==> src/rtl/drm_pkg.sv <==
package drm_pkg;
  localparam int unsigned DEC_MOD = 10;
  localparam int unsigned CNT_W   = $clog2(DEC_MOD);
  localparam int unsigned RATE_W  = 4;

  // Counter states owned by each rate bit. Weight 8 and weight 1 never share,
  // weights 2 and 4 sit inside weight 8 but apart from each other.
  function automatic logic slot_owned(input int unsigned wbit,
                                      input logic [CNT_W-1:0] s);
    logic r;
    r = 1'b0;
    case (wbit)
      0: r = (s == CNT_W'(8));
      1: r = (s == CNT_W'(1)) || (s == CNT_W'(5));
      2: r = !s[0] && (s <= CNT_W'(6));
      3: r = (s <= CNT_W'(7));
      default: r = 1'b0;
    endcase
    return r;
  endfunction
endpackage

==> src/rtl/drm_decade_counter.sv <==
module drm_decade_counter #(
  parameter int unsigned MOD = drm_pkg::DEC_MOD,
  parameter int unsigned W   = $clog2(MOD)
) (
  input  logic         clk,
  input  logic         rst,
  input  logic         clr,
  input  logic         set_term,
  input  logic         hold,
  output logic [W-1:0] state,
  output logic         at_term
);
  localparam logic [W-1:0] LAST = W'(MOD - 1);

  always_ff @(posedge clk) begin
    if (rst || clr)      state <= '0;
    else if (set_term)   state <= LAST;
    else if (!hold)      state <= (state == LAST) ? '0 : state + 1'b1;
  end

  assign at_term = (state == LAST);

  p_state_range_r3: assert property (@(posedge clk) disable iff (rst)
    state <= LAST);
  p_wrap_r3: assert property (@(posedge clk) disable iff (rst)
    (at_term && !hold && !clr && !set_term) |=> (state == '0));
  p_clear_wins_r4: assert property (@(posedge clk) disable iff (rst)
    clr |=> (state == '0));
  p_set_term_r4: assert property (@(posedge clk) disable iff (rst)
    (set_term && !clr) |=> at_term);
  p_hold_r5: assert property (@(posedge clk) disable iff (rst)
    (hold && !clr && !set_term) |=> $stable(state));
endmodule

==> src/rtl/drm_rate_select.sv <==
module drm_rate_select #(
  parameter int unsigned RW = drm_pkg::RATE_W,
  parameter int unsigned SW = drm_pkg::CNT_W
) (
  input  logic          clk,
  input  logic          rst,
  input  logic [SW-1:0] state,
  input  logic [RW-1:0] rate,
  output logic          hit
);
  logic [RW-1:0] lane;

  for (genvar i = 0; i < RW; i++) begin : g_lane
    assign lane[i] = rate[i] & drm_pkg::slot_owned(i, state);
  end

  assign hit = |lane;

  // Decimal codes must never have two weights claim the same state.
  p_slot_disjoint_r1: assert property (@(posedge clk) disable iff (rst)
    (rate <= RW'(9)) |-> $onehot0(lane));
endmodule

==> src/rtl/decade_rate_mult.sv <==
module decade_rate_mult (
  input  logic       clk,
  input  logic       rst,
  input  logic [3:0] rate_i,
  input  logic       clr_i,
  input  logic       set9_i,
  input  logic       inh_i,
  input  logic       strobe_i,
  input  logic       cascade_i,
  output logic       out_o,
  output logic       out_n_o,
  output logic       nine_o,
  output logic       inh_o
);
  import drm_pkg::*;

  logic [CNT_W-1:0] state;
  logic             at_term;
  logic             hit;
  logic             pulse_nxt;

  drm_decade_counter #(.MOD(DEC_MOD), .W(CNT_W)) u_cnt (
    .clk(clk), .rst(rst), .clr(clr_i), .set_term(set9_i), .hold(inh_i),
    .state(state), .at_term(at_term)
  );

  drm_rate_select #(.RW(RATE_W), .SW(CNT_W)) u_sel (
    .clk(clk), .rst(rst), .state(state), .rate(rate_i), .hit(hit)
  );

  assign pulse_nxt = cascade_i | (hit & ~inh_i & ~strobe_i);

  always_ff @(posedge clk) begin
    if (rst) begin
      out_o   <= 1'b0;
      out_n_o <= 1'b1;
    end else begin
      out_o   <= pulse_nxt;
      out_n_o <= ~pulse_nxt;
    end
  end

  assign nine_o = at_term;
  assign inh_o  = inh_i | ~at_term;

  p_cascade_r7: assert property (@(posedge clk) disable iff (rst)
    cascade_i |=> out_o);
  p_strobe_blank_r6: assert property (@(posedge clk) disable iff (rst)
    (strobe_i && !cascade_i) |=> !out_o);
  p_inhibit_blank_r5: assert property (@(posedge clk) disable iff (rst)
    (inh_i && !cascade_i) |=> !out_o);
  p_complement_r10: assert property (@(posedge clk) disable iff (rst)
    out_n_o != out_o);
  p_carry_wrap_r9: assert property (@(posedge clk) disable iff (rst)
    (!inh_o && !set9_i) |=> !nine_o);
endmodule

==> config.mk <==
export PLATFORM = sky130hd
export DESIGN_NAME = decade_rate_mult
export DESIGN_NICKNAME = d
export VERILOG_FILES = /design/src/rtl/drm_pkg.sv /design/src/rtl/drm_decade_counter.sv /design/src/rtl/drm_rate_select.sv /design/src/rtl/decade_rate_mult.sv
export SDC_FILE = /design/constraint.sdc
export NUM_CORES = 1
export LEC_CHECK = 0
export CORE_AREA = 4 4 41 43
export CTS_CLUSTER_DIAMETER = 120
export DETAILED_ROUTE_END_ITERATION = 6
export DIE_AREA = 0 0 45 47
export SYNTH_ARGS = -nofsm -noshare
export SYNTH_HDL_FRONTEND = slang
export SYNTH_SLANG_ARGS = --single-unit
==> constraint.sdc <==
create_clock -name clk -period 1.44 [get_ports clk]
set_clock_uncertainty 0.05 [all_clocks]
set_input_delay 0.144 -clock clk [delete_from_list [all_inputs] [get_ports clk]]
set_output_delay 0.144 -clock clk [all_outputs]
set_load 0.05 [all_outputs]
# ---- Yosys cells after proc, flatten, opt, wreduce, memory -nomap -nowiden
# Cells that the tools add are included.
# W data, S select, Z words.
dict set report classes {
  add_sub_neg 1
  order_cmp 2
  eq_ne 5
  muxes 3
  n_bitwise 12
  reduce_logical 6
}
# operator n
set ops {}
lappend ops {{$mux W4} 3}
lappend ops {{$eq A4 B4 Y1 const B} 2}
lappend ops {{$le A4 B3 Y1 const B} 2}
lappend ops {{$and A1 B1 Y1} 6}
lappend ops {{$add A4 B1 Y4 const B} 1}
lappend ops {{$eq A4 B1 Y1 const B} 1}
lappend ops {{$eq A4 B3 Y1 const B} 1}
lappend ops {{$not A1 Y1} 4}
lappend ops {{$reduce_or A4 Y1} 1}
lappend ops {{$logic_or A1 B1 Y1} 2}
lappend ops {{$ne A2 B2 Y1 const B} 1}
lappend ops {{$or A1 B1 Y1} 2}
lappend ops {{$reduce_or A2 Y1} 1}
lappend ops {{$logic_and A1 B1 Y1} 1}
lappend ops {{$logic_not A1 Y1} 1}
dict set report totals {
  reg_bits 6
  inputBits 11
  output_inout_bits 4
  word_cells 33
}

# ---- Logic depth before layout (Yosys ltp)
# Gate-level depths: netlist of the first run.
dict set report logic_depth {
  depth_word 8
  depth_mapped 4
  depth_no_buf 3
}

# ---- Hierarchy
# Synthesis of the first run repeated with hierarchy kept, for this count alone.
dict set report unflattened {
  cells_unflattened 33
  area_unflattened_um2 331.6
}
# mod n_inst cells_per_inst area_per_inst_um2
set by_module_without_submodules {}
lappend by_module_without_submodules {drm_decade_counter 1 22 216.5}
lappend by_module_without_submodules {decade_rate_mult 1 6 76.3}
lappend by_module_without_submodules {drm_rate_select 1 5 38.8}

# ---- Worst setup path after synthesis of the first run
# OpenSTA, ideal clock, no wires.
dict set report synth_path {
  path_type {register to output}
  start {register u_cnt.state[3]}
  end {output nine_o}
  t_arrival_ns 1.088
  slack_ns 0.158
  path_stages_with_launch 3
  path_buffers 0
  path_cell_list {dfxtp_1 > nor3b_1 > and2_1}
}
dict set report synth_via {
  elab_chain_cells 1
}
# element line_no
set synth_lines {}
lappend synth_lines {{start: declaration} drm_decade_counter.sv:10} ;# output logic [W-1:0] state,
lappend synth_lines {{start signal: assignment} drm_decade_counter.sv:18} ;# else if (!hold) state <= (state == LAST) ? '0 : state + 1'b1;
lappend synth_lines {{$eq A4 B4 Y1} drm_decade_counter.sv:21} ;# assign at_term = (state == LAST);
lappend synth_lines {{end: declaration} decade_rate_mult.sv:12} ;# output logic nine_o,
# Every way passes these cells.

# ---- Final worst setup path of the first run
dict set report layout_path {
  start {register u_cnt.state[2]}
  end {output nine_o}
}
# The elaborated chain is that of the path after synthesis.

==> impl_metrics.csv, run 1 <==
group,metric,value,unit
outcome,status,"completed",
flow_run,timing.max_cap.violations,0,
layout,regArea,129,um2
place,dp_hpwl,635,um
synthesis,seq_area_frac_synth,0.354,
setup_path,crit_path_end_kind,"primary output",
timing,grt_setup_unrepaired,"no",
synthesis,postSynthAreaPerCell,9.69,um2
floorplan,pin_count,15,
timing,timing.final.crit_period,1.38,ns
global_routing,overflow,0,
synthesis,ys_ff_latch,6,
layout,drive_above_1_share,0.375,
global_routing,grt_util_all_layers,0.0885,
cts,ctsLongestPathBuffers,2,
pwr,vdd_ir_drop_max,0.000483,V
layout,layout.filler_cells,144,
timing,maxSlewViolCount,0,
setup_path,register_to_register_setup_slack,0.24,ns
synthesis,synth_largest_area_cell,"sky130_fd_sc_hd__dfxtp_1",
floorplan,dieWidth,45,um
setup_path,timing.critical_path.fanout_max,3,
detailed_routing,drc,0,
synthesis,synth.cells.most_frequent,"sky130_fd_sc_hd__dfxtp_1, sky130_fd_sc_hd__nor2b_1, sky130_fd_sc_hd__a21oi_1, sky130_fd_sc_hd__nand3b_1",
timing,tightestPinTransition,0.240,ns
timing,timing.final.hold_violations,0,
setup_path,critical_path.startpoint_type,"flop",
detailed_routing,final_antenna_net_count,0,
min_path,cells_on_worst_hold_path,2,
timing,layout_worst_path_cycle_share,0.956,
synthesis,synth_enable_flop_cells,0,
synthesis,yosysUniqueCellTypes,26,
synthesis,mappedNetlistArea,339,um2
cts,insertion_delay,0.24,ns
place,port-buffer-count,14,
timing,worst_slew_margin_rel,0.838,
setup_path,crit-reg2reg-launch,"u_cnt.state[2]",
global_routing,grt_antenna_before_repair,0,
synthesis,synth_top_cell_area_share,0.354,
floorplan,die_area,2120,um2
cts,htree_num_levels,1,
timing,clock.fmax,0.726,GHz
global_routing,gr-usage-met1,0.105,
detailed_routing,drt-pass1-iter-count,2,
cts,cts_buffers,3,
setup_path,worst_r2r_endpoint,"u_cnt.state[1]",
cts,clock-sinks,6,
detailed_routing,vias_per_cell,4.92,
layout,antenna_cells_inserted,0,
global_routing,grt_max_degree,10,
cts,tritoncts,"yes",
floorplan,initial_utilization,0.261,
timing,postLayoutSetupSlackWorst,0.0635,ns
layout,layout.core_utilization,0.450,
pwr,power.leakage,0.229,nW
global_routing,grtUsageMet3,0.0345,
synthesis,yosys.cell_count.top_type,"sky130_fd_sc_hd__dfxtp_1",
global_routing,groute.layer.met2.usage,0.153,
detailed_routing,drt_total_wl,862,um
pwr,p_per_area,732,nW/um2
synthesis,synth-warning-count,0,
global_routing,global_route_layer_with_the_greatest_usage,"met2",
setup_path,timing.critical_path.arrival,1.18,ns
setup_path,reg2reg_depth,4,
layout,synthToLayoutAreaGrowth,72.7,%
min_path,worstHoldStart,"set9_i",
cts,cts.clk_slew.worst_paths,0.05,ns
layout,final_nets,69,
detailed_routing,first_iter_violations,3,
floorplan,die-height,47,um
setup_path,cp_data_required_time,1.25,ns
synthesis,ys_top_cells_by_area,"sky130_fd_sc_hd__dfxtp_1, sky130_fd_sc_hd__nor2b_1, sky130_fd_sc_hd__a2111oi_2",
synthesis,postSynth.topFlopCell,"sky130_fd_sc_hd__dfxtp_1",
min_path,min_delay_worst_endpoint,"u_cnt.state[1]",
detailed_routing,routed-via-count,349,
timing,setup_viol,0,
floorplan,fp.coreArea,1300,um2
place,place_worst_setup_slack,-0.0422,ns
cts,post_cts_hold_buffer_count,0,
synthesis,synth_nets,46,
layout,multi_input_combinational_cell_area,215,um2
synthesis,postSynth.asyncResetShare,0,
timing,final.setup.tns,0,ns
floorplan,std_cell_rows,13,
synthesis,synthCells,35,
global_routing,global_route_wire_length_before_repair,1.37,mm
detailed_routing,routedWlPerCell,12.1,um
cts,clockRootBuffer,"sky130_fd_sc_hd__clkbuf_4",
place,globalplace.congestion,0.687,
setup_path,path_class,"flop to primary output",
global_routing,first_global_vias,347,
min_path,hold_path.class,"input port to flop",
## worst max path at each step
| stage | cells past startpoint | endpoint | slack, ns | start |
|---|---|---|---|---|
| final | 3 | nine_o | 0.06 | u_cnt.state[2] |
| after global routing | 3 | inh_o | 0.007 | u_cnt.state[2] |
| after CTS | 3 | inh_o | 0.001 | u_cnt.state[1] |
| after detailed placement | 4 | u_cnt.state[1] | -0.04 | inh_i |
| after global placement | 4 | u_cnt.state[1] | -0.02 | inh_i |
| after floorplan | 2 | nine_o | 0.16 | u_cnt.state[3] |
## power by group
| group | switching (W) | total, W | internal, W | leakage (nW) |
|---|---|---|---|---|
| Combinational | 0.0000419 | 0.0000938 | 0.0000519 | 0.164 |
| Sequential | 0.00000733 | 0.000178 | 0.000171 | 0.0513 |
| Clock | 0.0000623 | 0.000157 | 0.0000944 | 0.0138 |
| Total | 0.000112 | 0.000429 | 0.000317 | 0.229 |
## critical path, stage by stage, from the launching register on
cell,delay [ns]
sky130_fd_sc_hd__dfxtp_4,0.35
sky130_fd_sc_hd__nor3b_4,0.23
sky130_fd_sc_hd__and2_1,0.21
sky130_fd_sc_hd__buf_12,0.15
## logic make-up after synthesis
| logic type | share of synthesized area |
|---|---|
| AND/OR/NAND/NOR | 0.314 |
| AO/OA/AOI/OAI | 0.236 |
| flip-flops | 0.354 |
| buffers and inverters | 0.0443 |
| XOR/XNOR | 0.0517 |
## stage by stage
step	hold slack (ns)	area, um2	cells	total power [W]
after floorplan	0.163	339	35	0.000225
after detailed placement	0.519	520	65	0.000276
after CTS	0.488	549	68	0.000433
final	0.497	586	71	0.000429
after global routing	0.499	586	71	0.000444
after global placement	0.520	520	65	0.000276
## timing repair
item / in CTS / in global routing
pin swaps: 1 / 1
setup buffers: 0 / 3
setup endpoints to repair: 2 / 2
gates resized for setup: 2 / 5
## layer usage
layer,share of wire,up-vias
li1,-,172
met1,0.45,163
met2,0.47,14
met3,0.079,0
met4,0,0
met5,0,-
## state kept, by name, summed over array words and instances (netlist names)
signal and cells:
out_o 1, out_n_o 1, u_cnt.state 4
## cell usage in the layout, fill, tap and decap left out
cell and instances:
sky130_fd_sc_hd__buf_12 2, sky130_fd_sc_hd__a21o_1 1, sky130_fd_sc_hd__a211oi_1 1, sky130_fd_sc_hd__nor4b_1 1
sky130_fd_sc_hd__and2_1 1, sky130_fd_sc_hd__o21ai_0 1, sky130_fd_sc_hd__dfxtp_4 2, sky130_fd_sc_hd__a211o_1 1
sky130_fd_sc_hd__xor2_1 1, sky130_fd_sc_hd__inv_1 1, sky130_fd_sc_hd__nand2_1 1, sky130_fd_sc_hd__dfxtp_2 1
sky130_fd_sc_hd__o31ai_2 1, sky130_fd_sc_hd__a2111oi_2 1, sky130_fd_sc_hd__nor4_1 1, sky130_fd_sc_hd__nor2b_1 3
sky130_fd_sc_hd__and3b_1 1, sky130_fd_sc_hd__clkdlybuf4s50_1 10, sky130_fd_sc_hd__dfxtp_1 3, sky130_fd_sc_hd__nand3b_1 2
sky130_fd_sc_hd__nand2b_4 1, sky130_fd_sc_hd__a311oi_1 1, sky130_fd_sc_hd__inv_2 1, sky130_fd_sc_hd__and4bb_2 1
sky130_fd_sc_hd__nor3b_4 1, sky130_fd_sc_hd__clkbuf_4 3, sky130_fd_sc_hd__xnor2_1 1, sky130_fd_sc_hd__nor3_1 1
sky130_fd_sc_hd__o21ai_1 1, sky130_fd_sc_hd__buf_4 7, sky130_fd_sc_hd__a21oi_1 2
## layout make-up
cell class / count / share of cell area
well taps: 15 / 0.0321
flip-flops and latches: 6 / 0.220
inverters: 2 / 0.0128
multi-input cells: 26 / 0.368
repair buffers: 19 / 0.329
clock buffers: 3 / 0.0385
Power figures use the tool's default switching activity.
==> run 2, diff against run 1 <==
==> constraint.sdc (replaced) <==
create_clock -name clk -period 1.45 [get_ports clk]
set_clock_uncertainty 0.05 [all_clocks]
set_input_delay 0.145 -clock clk [delete_from_list [all_inputs] [get_ports clk]]
set_output_delay 0.145 -clock clk [all_outputs]
set_load 0.05 [all_outputs]
==> run 2 against run 1 <==
Register-to-register slack worse by 0.08 ns. Die area unchanged. Via count is 1.1% lower. Design area up 1.5%. Clock power about the same. Hold slack lost 0.0069 ns. Highest routed layer unchanged.
==> impl_metrics.csv, run 2 (synthesis results as in run 1) <==
group,metric,value,unit
outcome,status,"completed",
setup_path,cp_data_required_time,1.25,ns
floorplan,pin_count,15,
cts,htree_num_levels,1,
global_routing,first_global_vias,335,
setup_path,timing.critical_path.fanout_max,3,
detailed_routing,drt-pass1-iter-count,3,
cts,insertion_delay,0.24,ns
min_path,min_delay_worst_endpoint,"u_cnt.state[1]",
setup_path,register_to_register_setup_slack,0.16,ns
detailed_routing,final_antenna_net_count,0,
layout,antenna_cells_inserted,0,
setup_path,crit_path_end_kind,"primary output",
global_routing,global_route_wire_length_before_repair,1.32,mm
floorplan,die_area,2120,um2
layout,final_common_cell,"sky130_fd_sc_hd__clkdlybuf4s50_1",
pwr,p_per_area,717,nW/um2
cts,clock-sinks,6,
global_routing,grt_util_all_layers,0.0862,
timing,final.setup.tns,0,ns
flow_run,timing.max_cap.violations,0,
cts,cts.clk_slew.worst_paths,0.04,ns
setup_path,timing.critical_path.arrival,1.17,ns
min_path,cells_on_worst_hold_path,2,
layout,largest_reg_flops,4,
detailed_routing,drt_total_wl,853,um
pwr,report.power.total,0.000426,W
layout,most-common-layout-cells,"sky130_fd_sc_hd__clkdlybuf4s50_1, sky130_fd_sc_hd__buf_4, sky130_fd_sc_hd__dfxtp_1, sky130_fd_sc_hd__nor2b_1, sky130_fd_sc_hd__clkbuf_4",
floorplan,std_cell_rows,13,
min_path,hold_path.class,"input port to flop",
setup_path,reg2reg_depth,3,
pwr,vdd_ir_drop_max,0.000487,V
layout,final_design_area_no_fill,594,um2
floorplan,initial_utilization,0.261,
layout,synthToLayoutAreaGrowth,75.3,%
timing,timing.final.crit_period,1.37,ns
timing,maxSlewViolCount,0,
place,dp_hpwl,620,um
floorplan,fp.coreArea,1300,um2
layout,final_nets,70,
timing,postLayoutSetupSlackWorst,0.0850,ns
layout,top_regs,"u_cnt.state: 4 flops, out_n_o: 1 flops, out_o: 1 flops",
layout,max_flop_register,"u_cnt.state",
setup_path,crit-reg2reg-launch,"u_cnt.state[0]",
cts,ctsLongestPathBuffers,2,
detailed_routing,drc,0,
detailed_routing,first_iter_violations,1,
timing,worst_slew_margin_rel,0.753,
place,place_worst_setup_slack,-0.0468,ns
place,globalplace.congestion,0.687,
place,port-buffer-count,14,
timing,tightestPinTransition,0.369,ns
cts,clockRootBuffer,"sky130_fd_sc_hd__clkbuf_4",
global_routing,overflow,0,
global_routing,grt_max_degree,10,
detailed_routing,vias_per_cell,4.79,
place,placed_area,520,um2
setup_path,worst_r2r_endpoint,"u_cnt.state[1]",
detailed_routing,routedWlPerCell,11.8,um
floorplan,dieWidth,45,um
setup_path,path_class,"flop to primary output",
pwr,power.leakage,0.235,nW
timing,grt_setup_unrepaired,"yes",
cts,cts_buffers,3,
timing,setup_viol,0,
floorplan,die-height,47,um
detailed_routing,routed-via-count,345,
global_routing,grt_antenna_before_repair,0,
layout,drive_above_1_share,0.386,
setup_path,critical_path.startpoint_type,"flop",
timing,timing.final.hold_violations,0,
min_path,worstHoldStart,"set9_i",
timing,layout_worst_path_cycle_share,0.941,
cts,tritoncts,"yes",
timing,clock.fmax,0.733,GHz
cts,post_cts_hold_buffer_count,0,
[run 2: worst max-delay path, cell delays in order, from the launching register on]
cell                       delay, ns
sky130_fd_sc_hd__dfxtp_4        0.35
sky130_fd_sc_hd__nor3b_4        0.23
sky130_fd_sc_hd__nand3b_1       0.16
sky130_fd_sc_hd__buf_12         0.19
[run 2: through the flow]
| stage | hold WS, ns | util | std cells |
|---|---|---|---|
| floorplan | 0.164 | - | 35 |
| global placement | 0.520 | 0.400 | 65 |
| detailed placement | 0.522 | 0.400 | 65 |
| CTS | 0.489 | 0.430 | 69 |
| global route | 0.496 | 0.457 | 72 |
| finish | 0.490 | 0.457 | 72 |
[run 2: how the worst max path moves through the flow]
stage | end | startpoint | slack, ns
finish | inh_o | u_cnt.state[2] | 0.08
global route | inh_o | u_cnt.state[2] | -0.008
CTS | inh_o | u_cnt.state[1] | 0.009
detailed placement | out_n_o | inh_i | -0.05
global placement | u_cnt.state[1] | inh_i | -0.02
floorplan | nine_o | u_cnt.state[3] | 0.17
[run 2: cell type report]
cell class                 count  area (um2)
fill                         149         707
timing repair buffer          20         200
clock buffer                   3        22.5
inverter                       2        7.51
multi-input combinational     26         218
tap                           15        18.8
sequential                     6         128
[run 2: layer usage]
metal  global-route usage  up-vias  share of wire
li1                     -      176              -
met1                0.103      155           0.43
met2                0.147       14           0.48
met3               0.0345        0          0.086
met4               0.0175        0              0
met5                    0        -              0
[run 2: power breakdown]
group / total (W) / switching, W / internal, W
combinational: 0.0000950 / 0.0000416 / 0.0000534
clock: 0.000155 / 0.0000609 / 0.0000937
sequential: 0.000177 / 0.00000731 / 0.000169
total: 0.000426 / 0.000110 / 0.000316
[run 2: repair_timing]
item,CTS,global route
buffers inserted,1,3
pin swaps,1,1
hold endpoints to repair,0,0
gates resized for setup,3,4
setup endpoints to repair,2,2
==> run 3, diff against run 2 <==
==> constraint.sdc (replaced) <==
create_clock -name clk -period 1.45 [get_ports clk]
set_clock_uncertainty 0.05 [all_clocks]
set_input_delay 0.435 -clock clk [delete_from_list [all_inputs] [get_ports clk]]
set_output_delay 0.435 -clock clk [all_outputs]
set_load 0.05 [all_outputs]
==> run 3 against run 2 <==
The run now ends with setup timing left. Via count down 2.6%. Maximum frequency shrank 16%. Global-route usage increased by 0.72 points. Worst setup slack got worse by 0.26 ns. First-iteration DRC count grew 100%. Critical path depth is the same. Flip-flop and latch count stayed put. Combinational power up 13%. Sequential power rose by 2%. Die area unchanged. Total power rose by 1.7%. Largest power group unchanged.
==> impl_metrics.csv, run 3 (synthesis results as in run 1) <==
group,metric,value,unit
setup_path,crit_path_end_kind,"primary output",
layout,layout.core_utilization,0.472,
timing,layout_worst_path_cycle_share,1.12,
detailed_routing,final_antenna_net_count,0,
outcome,status,"finished with violations",
timing,clock.fmax,0.616,GHz
timing,timing.final.crit_period,1.62,ns
pwr,report.power.total,0.000433,W
cts,cts.clk_slew.worst_paths,0.04,ns
floorplan,dieWidth,45,um
setup_path,path_class,"input port to primary output",
detailed_routing,drt_total_wl,793,um
pwr,p_per_area,705,nW/um2
cts,tritoncts,"yes",
detailed_routing,routed-via-count,336,
timing,postLayoutSetupSlackWorst,-0.173,ns
timing,final.setup.tns,-0.317,ns
flow_run,timing.max_cap.violations,0,
detailed_routing,drt-pass1-iter-count,4,
outcome,violations,"setup timing",
pwr,vdd_ir_drop_max,0.000592,V
setup_path,critical_path.startpoint_type,"input port",
layout,final_common_cell,"sky130_fd_sc_hd__clkdlybuf4s50_1",
min_path,hold_path.class,"flop to flop",
layout,largest_reg_flops,4,
floorplan,pin_count,15,
cts,cts_buffers,3,
floorplan,std_cell_rows,13,
floorplan,die-height,47,um
detailed_routing,vias_per_cell,4.67,
detailed_routing,drc,0,
place,globalplace.congestion,0.666,
cts,htree_num_levels,1,
cts,insertion_delay,0.24,ns
cts,clock-sinks,6,
timing,maxSlewViolCount,0,
floorplan,initial_utilization,0.261,
floorplan,fp.coreArea,1300,um2
layout,max_flop_register,"u_cnt.state",
global_routing,global_route_wire_length_before_repair,1.36,mm
place,dp_hpwl,701,um
layout,top_regs,"u_cnt.state: 4 flops, out_n_o: 1 flops, out_o: 1 flops",
global_routing,first_global_vias,342,
detailed_routing,first_iter_violations,2,
layout,final_nets,70,
detailed_routing,routedWlPerCell,11.0,um
floorplan,die_area,2120,um2
setup_path,timing.critical_path.fanout_max,7,
place,port-buffer-count,14,
pwr,power.leakage,0.246,nW
global_routing,overflow,0,
layout,antenna_cells_inserted,0,
setup_path,timing.critical_path.arrival,1.14,ns
timing,setup_viol,2,
cts,clockRootBuffer,"sky130_fd_sc_hd__clkbuf_4",
setup_path,cp_data_required_time,0.97,ns
timing,worst_slew_margin_rel,0.838,
layout,drive_above_1_share,0.404,
layout,synthToLayoutAreaGrowth,81.2,%
global_routing,grt_antenna_before_repair,0,
timing,timing.final.hold_violations,0,
timing,grt_setup_unrepaired,"yes",
layout,most-common-layout-cells,"sky130_fd_sc_hd__clkdlybuf4s50_1, sky130_fd_sc_hd__buf_4, sky130_fd_sc_hd__buf_12",
global_routing,grt_util_all_layers,0.0934,
cts,ctsLongestPathBuffers,2,
timing,tightestPinTransition,0.240,ns
global_routing,grt_max_degree,8,
-- run 3: cell types whose count changed in the layout (fill, tap and decap cells not counted) --
cell / delta
sky130_fd_sc_hd__dfxtp_4: -2
sky130_fd_sc_hd__buf_12: +2
sky130_fd_sc_hd__dlygate4sd2_1: +1
sky130_fd_sc_hd__buf_4: -2
sky130_fd_sc_hd__clkdlybuf4s50_1: -1
sky130_fd_sc_hd__dfxtp_1: -1
sky130_fd_sc_hd__dfxtp_2: +3
-- run 3: power by group --
| group | leakage (nW) | total, W | internal, W | switching [W] |
|---|---|---|---|---|
| sequential | 0.0508 | 0.000181 | 0.000173 | 0.00000736 |
| clock | 0.0138 | 0.000146 | 0.0000931 | 0.0000526 |
| combinational | 0.181 | 0.000107 | 0.0000632 | 0.0000437 |
-- run 3: timing repair --
action                     4_1_cts  5_1_grt
pin swaps                        2        0
setup buffers                    1        1
setup endpoints to repair        5        2
gates resized for setup          4        1
hold buffers                     0        0
-- run 3: per-layer routing --
layer / part of all wire / up-vias / global-route usage
met5: 0 / - / 0
met4: 0 / 0 / 0
met3: 0.12 / 0 / 0.0881
met2: 0.46 / 14 / 0.161
met1: 0.42 / 145 / 0.0868
li1: - / 177 / -
-- run 3: stage by stage --
stage / worst slack, ns / cell area (um2) / std cells / hold WS, ns
2_1_floorplan: 0.00667 / 347 / 35 / 0.440
3_3_place_gp: -0.405 / 568 / 67 / 0.601
3_5_place_dp: -0.422 / 568 / 67 / 0.598
4_1_cts: -0.192 / 606 / 71 / 0.612
5_1_grt: -0.240 / 614 / 72 / 0.632
6_report: -0.173 / 614 / 72 / 0.608
-- run 3: worst max-delay path, cell delays in order --
cell	delay, ns
sky130_fd_sc_hd__dlygate4sd2_1	0.29
sky130_fd_sc_hd__nand3b_1	0.23
sky130_fd_sc_hd__buf_12	0.18
-- run 3: final cells by class --
class	count	area (um2)
clock buffers	3	22.5
fillers	136	687
inverters	2	7.51
multi-input cells	26	218
flip-flops and latches	6	124
well taps	15	18.8
repair buffers	20	224
-- run 3: worst paths after layout --
path,slack (ns),to,cells after the start,startpoint
setup reg to reg,0.13,u_cnt.state[1],4,u_cnt.state[3]
setup / recovery,-0.17,inh_o,3,inh_i
hold reg to reg,0.61,u_cnt.state[1],3,u_cnt.state[1]
hold / removal,0.61,u_cnt.state[1],3,u_cnt.state[1]
